`config.mk`:
```
export PLATFORM = sky130hd
export DESIGN_NAME = cmb_bridge
export DESIGN_NICKNAME = d
export VERILOG_FILES = /design/src/rtl/cmb_pkg.sv /design/src/rtl/cmb_decode.sv /design/src/rtl/cmb_flag.sv /design/src/rtl/cmb_mailbox.sv /design/src/rtl/cmb_boot.sv /design/src/rtl/cmb_timer.sv /design/src/rtl/cmb_bridge.sv
export SDC_FILE = /design/constraint.sdc
export NUM_CORES = 1
export LEC_CHECK = 0
export ABC_AREA = 1
export CORE_UTILIZATION = 30
export CTS_CLUSTER_SIZE = 12
export DETAILED_ROUTE_END_ITERATION = 16
export PLACE_DENSITY = 0.61
export SLEW_MARGIN = 20
export SYNTH_ARGS = -nofsm -noshare
export SYNTH_HDL_FRONTEND = slang
export SYNTH_SLANG_ARGS = --single-unit
export TNS_END_PERCENT = 50
```
`constraint.sdc`:
```
create_clock -name clk -period 2.6 [get_ports clk]
set_input_delay 0.52 -clock clk [delete_from_list [all_inputs] [get_ports clk]]
set_output_delay 0.52 -clock clk [all_outputs]
set_load 0.01 [all_outputs]
```
`src/rtl/cmb_pkg.sv`:
```
package cmb_pkg;

  typedef enum logic [1:0] {
    SEL_C2H  = 2'd0,
    SEL_SIG  = 2'd1,
    SEL_CTL  = 2'd2,
    SEL_NONE = 2'd3
  } reg_sel_e;

  localparam int ST_C2H  = 0;
  localparam int ST_SIG  = 2;
  localparam int ST_H2C  = 3;
  localparam int ST_BOOT = 7;

  typedef struct packed {
    logic rd_c2h;
    logic rd_sig;
    logic wr_h2c;
    logic rd_stat;
    logic wr_ctl;
  } host_op_t;

endpackage

```
`src/rtl/cmb_decode.sv`:
```
module cmb_decode
  import cmb_pkg::*;
#(
  parameter int AW = 24,
  parameter logic [7:0] PAGE = 8'h38
) (
  input  logic          clk,
  input  logic          rst_n,
  input  logic          rd,
  input  logic          wr,
  input  logic [AW-1:0] addr,
  output host_op_t      op
);

  logic     in_win;
  reg_sel_e sel;
  logic     unused_addr;

  assign unused_addr = ^{addr[AW-1:23], addr[21:16], addr[7:3], addr[0]};
  assign in_win      = ~addr[22] & (addr[15:8] == PAGE);
  assign sel         = reg_sel_e'(addr[2:1]);

  always_comb begin
    op = '0;
    if (in_win) begin
      unique case (sel)
        SEL_C2H:  op.rd_c2h = rd;
        SEL_SIG:  begin
          op.rd_sig = rd;
          op.wr_h2c = wr;
        end
        SEL_CTL:  begin
          op.rd_stat = rd;
          op.wr_ctl  = wr;
        end
        default:  op = '0;
      endcase
    end
  end

  // at most one read-type and one write-type operation per access
  p_one_read_r1: assert property (@(posedge clk) disable iff (!rst_n)
    $onehot0({op.rd_c2h, op.rd_sig, op.rd_stat}));
  p_one_write_r1: assert property (@(posedge clk) disable iff (!rst_n)
    $onehot0({op.wr_h2c, op.wr_ctl}));
  p_nohit_r1: assert property (@(posedge clk) disable iff (!rst_n)
    (addr[22] || addr[15:8] != PAGE) |-> (op == '0));

endmodule

```
`src/rtl/cmb_flag.sv`:
```
module cmb_flag (
  input  logic clk,
  input  logic rst_n,
  input  logic wipe,
  input  logic set,
  input  logic clr,
  output logic q
);

  logic q_nxt;

  always_comb begin
    if (wipe)      q_nxt = 1'b0;
    else if (set)  q_nxt = 1'b1;
    else if (clr)  q_nxt = 1'b0;
    else           q_nxt = q;
  end

  always_ff @(posedge clk or negedge rst_n) begin
    if (!rst_n) q <= 1'b0;
    else        q <= q_nxt;
  end

  p_set_wins_r9: assert property (@(posedge clk) disable iff (!rst_n)
    (set && !wipe) |=> q);
  p_wipe_r5: assert property (@(posedge clk) disable iff (!rst_n)
    wipe |=> !q);
  p_hold_r8: assert property (@(posedge clk) disable iff (!rst_n)
    (!set && !clr && !wipe) |=> $stable(q));

endmodule

```
`src/rtl/cmb_mailbox.sv`:
```
module cmb_mailbox #(
  parameter int W = 8
) (
  input  logic         clk,
  input  logic         rst_n,
  input  logic         wipe,
  input  logic         push,
  input  logic [W-1:0] push_data,
  input  logic         pop,
  output logic         ready,
  output logic [W-1:0] data
);

  logic [W-1:0] data_nxt;
  logic         data_en;

  assign data_en  = push;
  assign data_nxt = push_data;

  always_ff @(posedge clk or negedge rst_n) begin
    if (!rst_n)       data <= '0;
    else if (data_en) data <= data_nxt;
  end

  cmb_flag i_ready (
    .clk   (clk),
    .rst_n (rst_n),
    .wipe  (wipe),
    .set   (push),
    .clr   (pop),
    .q     (ready)
  );

  p_push_data_r8: assert property (@(posedge clk) disable iff (!rst_n)
    push |=> (data == $past(push_data)));
  p_data_keep_r8: assert property (@(posedge clk) disable iff (!rst_n)
    !push |=> $stable(data));

endmodule

```
`src/rtl/cmb_boot.sv`:
```
module cmb_boot #(
  parameter int unsigned CYCLES = 65536
) (
  input  logic clk,
  input  logic rst_n,
  input  logic wipe,
  input  logic hold,
  output logic ready
);

  localparam int CW = $clog2(CYCLES + 1);
  localparam logic [CW-1:0] LAST = CW'(CYCLES - 1);

  logic [CW-1:0] cnt, cnt_nxt;
  logic          ready_nxt;

  always_comb begin
    cnt_nxt   = cnt;
    ready_nxt = ready;
    if (wipe) begin
      cnt_nxt   = '0;
      ready_nxt = 1'b0;
    end else if (hold) begin
      cnt_nxt   = '0;
    end else if (!ready) begin
      if (cnt == LAST) begin
        cnt_nxt   = '0;
        ready_nxt = 1'b1;
      end else begin
        cnt_nxt   = cnt + 1'b1;
      end
    end
  end

  always_ff @(posedge clk or negedge rst_n) begin
    if (!rst_n) begin
      cnt   <= '0;
      ready <= 1'b0;
    end else begin
      cnt   <= cnt_nxt;
      ready <= ready_nxt;
    end
  end

  p_rise_unheld_r6: assert property (@(posedge clk) disable iff (!rst_n)
    $rose(ready) |-> !$past(hold));
  p_hold_freeze_r6: assert property (@(posedge clk) disable iff (!rst_n)
    (hold && !ready) |=> !ready);
  p_wipe_boot_r5: assert property (@(posedge clk) disable iff (!rst_n)
    wipe |=> !ready);

endmodule

```
`src/rtl/cmb_timer.sv`:
```
module cmb_timer #(
  parameter int TW = 16
) (
  input  logic          clk,
  input  logic          rst_n,
  input  logic          wipe,
  input  logic          ld,
  input  logic [TW-1:0] ld_val,
  output logic [TW-1:0] cnt,
  output logic [TW-1:0] latch
);

  logic [TW-1:0] cnt_nxt, latch_nxt;

  always_comb begin
    cnt_nxt   = cnt;
    latch_nxt = latch;
    if (wipe) begin
      cnt_nxt   = '0;
      latch_nxt = '0;
    end else if (ld) begin
      cnt_nxt   = ld_val;
      latch_nxt = ld_val;
    end else if (cnt != '0) begin
      cnt_nxt   = cnt - 1'b1;
    end
  end

  always_ff @(posedge clk or negedge rst_n) begin
    if (!rst_n) begin
      cnt   <= '0;
      latch <= '0;
    end else begin
      cnt   <= cnt_nxt;
      latch <= latch_nxt;
    end
  end

  p_timer_dec_r7: assert property (@(posedge clk) disable iff (!rst_n)
    (!wipe && !ld && cnt != '0) |=> (cnt == $past(cnt) - 1'b1));
  p_timer_floor_r7: assert property (@(posedge clk) disable iff (!rst_n)
    (!wipe && !ld && cnt == '0) |=> (cnt == '0));
  p_timer_load_r7: assert property (@(posedge clk) disable iff (!rst_n)
    (!wipe && ld) |=> (cnt == $past(ld_val) && latch == $past(ld_val)));

endmodule

```
`src/rtl/cmb_bridge.sv`:
```
module cmb_bridge
  import cmb_pkg::*;
#(
  parameter int          AW          = 24,
  parameter int          DW          = 8,
  parameter int          TW          = 16,
  parameter int unsigned BOOT_CYCLES = 65536
) (
  input  logic          clk,
  input  logic          rst_n,
  input  logic          host_rd,
  input  logic          host_wr,
  input  logic [AW-1:0] host_addr,
  input  logic [DW-1:0] host_wdata,
  output logic [DW-1:0] host_rdata,
  input  logic          cp_rd,
  output logic [DW-1:0] cp_rdata,
  input  logic          cp_wr,
  input  logic [DW-1:0] cp_wdata,
  input  logic          cp_wr_sig,
  input  logic          cp_tmr_ld,
  input  logic [TW-1:0] cp_tmr_val,
  output logic [TW-1:0] cp_tmr_cnt,
  output logic [TW-1:0] cp_tmr_latch,
  output logic          cp_h2c_ready,
  output logic          cp_c2h_ready,
  output logic          cp_run
);

  // reset: asserted asynchronously, released on a clock edge
  logic [1:0] rst_pipe;
  logic       rst_sn;

  always_ff @(posedge clk or negedge rst_n) begin
    if (!rst_n) rst_pipe <= 2'b00;
    else        rst_pipe <= {rst_pipe[0], 1'b1};
  end
  assign rst_sn = rst_pipe[1];

  host_op_t      op;
  logic          hold, hold_nxt;
  logic          wipe;
  logic          sig;
  logic          boot_ready;
  logic [DW-1:0] c2h_data;
  logic [DW-1:0] status;

  cmb_decode #(.AW(AW)) i_decode (
    .clk   (clk),
    .rst_n (rst_sn),
    .rd    (host_rd),
    .wr    (host_wr),
    .addr  (host_addr),
    .op    (op)
  );

  // hold level and restart detection
  assign wipe     = op.wr_ctl & host_wdata[0] & ~hold;
  assign hold_nxt = op.wr_ctl ? host_wdata[0] : hold;

  always_ff @(posedge clk or negedge rst_sn) begin
    if (!rst_sn) hold <= 1'b0;
    else         hold <= hold_nxt;
  end

  cmb_mailbox #(.W(DW)) i_h2c (
    .clk       (clk),
    .rst_n     (rst_sn),
    .wipe      (wipe),
    .push      (op.wr_h2c),
    .push_data (host_wdata),
    .pop       (cp_rd),
    .ready     (cp_h2c_ready),
    .data      (cp_rdata)
  );

  cmb_mailbox #(.W(DW)) i_c2h (
    .clk       (clk),
    .rst_n     (rst_sn),
    .wipe      (wipe),
    .push      (cp_wr),
    .push_data (cp_wdata),
    .pop       (op.rd_c2h),
    .ready     (cp_c2h_ready),
    .data      (c2h_data)
  );

  cmb_flag i_sig (
    .clk   (clk),
    .rst_n (rst_sn),
    .wipe  (wipe),
    .set   (cp_wr & cp_wr_sig),
    .clr   (op.rd_sig),
    .q     (sig)
  );

  cmb_boot #(.CYCLES(BOOT_CYCLES)) i_boot (
    .clk   (clk),
    .rst_n (rst_sn),
    .wipe  (wipe),
    .hold  (hold),
    .ready (boot_ready)
  );

  cmb_timer #(.TW(TW)) i_timer (
    .clk    (clk),
    .rst_n  (rst_sn),
    .wipe   (wipe),
    .ld     (cp_tmr_ld),
    .ld_val (cp_tmr_val),
    .cnt    (cp_tmr_cnt),
    .latch  (cp_tmr_latch)
  );

  always_comb begin
    status          = '0;
    status[ST_C2H]  = cp_c2h_ready;
    status[ST_SIG]  = sig;
    status[ST_H2C]  = cp_h2c_ready;
    status[ST_BOOT] = boot_ready;
  end

  always_comb begin
    host_rdata = '0;
    if (op.rd_c2h && cp_c2h_ready) host_rdata = c2h_data;
    else if (op.rd_stat)           host_rdata = status;
  end

  assign cp_run = boot_ready & ~hold;

  p_run_gate_r6: assert property (@(posedge clk) disable iff (!rst_sn)
    cp_run |-> !hold);
  p_empty_read_r2: assert property (@(posedge clk) disable iff (!rst_sn)
    (host_rd && !cp_c2h_ready && !op.rd_stat) |-> (host_rdata == '0));
  p_ctl_bit0_r5: assert property (@(posedge clk) disable iff (!rst_sn)
    op.wr_ctl |=> (hold == $past(host_wdata[0])));
  p_sig_read_r3: assert property (@(posedge clk) disable iff (!rst_sn)
    op.rd_sig |-> (host_rdata == '0));

endmodule

```
==> summary by stage <==
Setup path
The worst setup path is of the input pin to output port kind. In this run the worst setup path terminates at host_rdata[2]. The maximum fanout encountered on the critical timing path is 5. The startpoint of the worst-slack reg-to-reg timing path is i_timer.cnt[0].

The worst endpoint data arrival time is 1.97 ns. The endpoint class of the critical path is an output port. For the worst setup path, the data required time is 2.08 ns. The cell depth of the worst flop-to-flop path is 11. The register-to-register setup slack is 0.72 ns. In this run the critical register-to-register path is captured at i_timer.cnt[6]. The startpoint kind of the worst setup timing path is an input pin. The critical path starts at host_addr[11].

CTS
The number of levels in the clock H-tree is 3. The root buffer selected by CTS is clkbuf_16. The number of clock sinks seen by CTS is 72.

The later pin in the worst-skew pair is clocked with a latency of 0.33 ns. The clock input transition at the sequential cells of the worst setup and hold paths is 0.06 ns. Clock tree synthesis inserted a total of 9 buffers. TritonCTS built the clock tree.

The number of buffers on the longest clock path is 2.

Floorplanning
The die is 119 um wide. The area of the placeable core is 13,200 um^2. 115 I/O pins were placed.

The initialized floorplan defines 42 standard-cell rows. The die extent in y is 119 um. The initial cell density of the core is 30.9%. The floorplan step defined a die boundary enclosing 14,100 um^2.

STA
Setup repair after global routing could not meet its margin everywhere. The worst path uses 95.8% of the clock period. The number of max-slew violations in the final report is 0.

The count of endpoints failing hold in the final timing report is 0. The final number of setup-violating endpoints is 0. The clock tree skew after final layout is 0.0135 ns. The worst pin sits at a relative slew slack of 53.3%.

The worst path needs 2.49 ns of the cycle, external delays included. The slew at the pin closest to its max-slew limit is 0.700 ns. Adding up every negative setup slack in the final design gives 0 ns. The highest attainable clock frequency is 402 MHz.

Finish
After filler insertion, the fill cell instance count of the layout stands at 1,389. Measured on the finished design, the core utilization comes to 42.3%. Relative to the synthesized area, the layout overhead comes to 37.1%.

The multi-input combinational cells in the finished layout cover a total of 1980 um^2. The number of diodes added for antenna fixing is 0. The ratio of cells with drive above 1 in the final layout is 14.7%. Registers take 1800 um^2. In the final design database the tool counted 707 nets.

Global route
The maximum number of pins on one net before global-route repair is 42. The total overflow reported by the global router is 0. The number of antenna violations at the first check in global routing is 0. The via count of the first global-routing pass came to 3,615. The first-pass GRT wire length is 18.2 mm. Global routing consumed, over all layers together, 16.2% of the routing resources.

Synth
The commonest cells after synthesis are 122 x nand2_1, 84 x nor2_1, 72 x dfrtp_1. When the netlist entered floorplanning its net count stood at 596. The library cell with the highest instance count after synthesis is nand2_1.

Yosys attributes the largest share of cell area to dfrtp_1 44%, nand2_1 11%, nor2_1 7.7%. Synthesis produced a netlist whose cell count is 530. The top-area cell type share of the netlist area is 44.1%. After synthesis the netlist holds a flip-flop and latch count of 72. After synthesis, the share of flip-flops with an asynchronous set or reset is 100%. The leading area contributor after synthesis is dfrtp_1. The warning count from the yosys run is 0. The distinct cell type count after synthesis is 35. Counting flops with a built-in enable in the synthesized netlist gives 0.

Of the synthesized area, sequential elements account for 44.1%. Each instance of the synthesized netlist takes up on average 7.71 um^2. The predominant post-synthesis flop cell is dfrtp_1. The combined area of all synthesized cells is 4090 um^2.

Route
The number of DRC violations after detailed-routing iteration 0 is 227. The routed wire length is 11.0 mm. In the final routed layout, each cell accounts on average for 13.3 um. In this run the remaining antenna-violating nets after routing total 0. For this run, design rule violations remaining after detail routing come to 0.

The total vias in the final route is 3,803. The first detailed-routing pass ran for 4 iterations. The via density per instance is 4.63.

Hold path
The worst hold path belongs to the class flop to asynchronous set/reset pin.

Place
The number of buffers added on ports is 101. Once detailed placement completed, the half-perimeter wirelength came to 8.12 mm. The placer's final routability congestion estimate is 0.858.

Flow run
The tool flagged a number of max-cap violations equal to 0.

Power and ir drop
Summed over all cells, the static leakage comes to 2.60 nW. The worst-case IR drop observed on VDD is 0.000320 V. The design draws 0.00279 W. Power spread over the standard cell area amounts to 498 nW/um^2.

Status
The flow ran to the end, and the final reports show no timing, DRC or antenna violations.
==> kinds of logic after synthesis <==
logic type / Yosys count / synth area share [%]
compound gates: 49 / 7.34
xor+xnor: 5 / 1.07
fa+ha+maj: 2 / 0.612
buf+inv: 77 / 7.99
flops: 72 / 44.1
mux: 3 / 0.826
other cells: 1 / 0.0917
simple gates: 321 / 38.0
==> area by class of cell <==
type	instances	area share (%)
Tap cell	176	3.93
Inverter	63	4.22
Clock buffer	10	4.08
Sequential cell	72	32.2
Clock inverter	6	0.781
Multi-Input combinational cell	381	35.3
Timing Repair Buffer	114	19.5
==> metrics by stage <==
step                      hold WS (ns)  worst slack, ns  std cells  cell area [um^2]
final                            0.320            0.110        822              5610
after global routing             0.335          -0.0166        822              5610
after CTS                        0.338          -0.0108        822              5610
after detailed placement         0.340           -0.407        804              5340
after global placement           0.337           -0.323        804              5340
after floorplan                  0.224            0.446        530              4090
==> registers in the layout (all words and copies together), names as in the netlist <==
| signal | cells |
|---|---|
| i_boot.cnt | 17 |
| i_timer.cnt | 16 |
| i_timer.latch | 16 |
| i_c2h.data | 8 |
| i_h2c.data | 8 |
| rst_pipe | 2 |
| hold | 1 |
| i_boot.ready | 1 |
| i_c2h.i_ready.q | 1 |
| i_h2c.i_ready.q | 1 |
| i_sig.q | 1 |
==> placed cells by master (no fill, tap or decap), drive strengths merged, types with 5 or more instances in the layout <==
cell type,instances
inv,65
clkdlybuf4s50,93
nand2,127
dfrtp,72
nand3,48
o21ai,30
o211a,9
nand4,14
buf,20
a21oi,5
nand3b,7
xor2,5
or2,16
clkbuf,11
nor2,102
==> report_power, final <==
group / switching [W] / leakage (nW) / total, W / internal [W]
sequential: 0.0000643 / 0.873 / 0.00125 / 0.00118
clock: 0.000492 / 0.133 / 0.00114 / 0.000651
combinational: 0.000179 / 1.59 / 0.000404 / 0.000225
total: 0.000735 / 2.60 / 0.00279 / 0.00206
==> critical path, cell delays in order <==
cell and delay [ns]:
clkdlybuf4s50_1 0.47, inv_1 0.05, nor2_2 0.11, nand3_2 0.11, nor2_4 0.12, nand2_4 0.07
nor2_4 0.15, nand2_4 0.10, o21ai_2 0.11, buf_2 0.15
==> repair_timing <==
item | 4_1_cts | 5_1_grt
setup buffers | 2 | 0
pin swaps | 2 | 3
resized for setup | 31 | 10
hold buffers | 0 | 0
endpoints found under the setup margin | 8 | 8
==> metal layers <==
metal / GRT usage (%) / part of all wire, %
met1: 21.8 / 46
met5: 0 / 0
met2: 25.7 / 48
met4: 4.35 / 0.89
met3: 4.34 / 4.9
==> worst min-delay path by stage <==
stage / slack (ns) / cells after the start / start / to
after CTS: 0.34 / 1 / rst_n / rst_pipe[0]
after global placement: 0.34 / 0 / rst_pipe[0] / rst_pipe[1]
after detailed placement: 0.34 / 0 / rst_pipe[0] / rst_pipe[1]
final: 0.32 / 0 / rst_pipe[1] / i_timer.latch[12]
after floorplan: 0.22 / 0 / rst_n / rst_pipe[0]
after global routing: 0.33 / 1 / rst_n / rst_pipe[0]
Power figures use the tool's default switching activity.
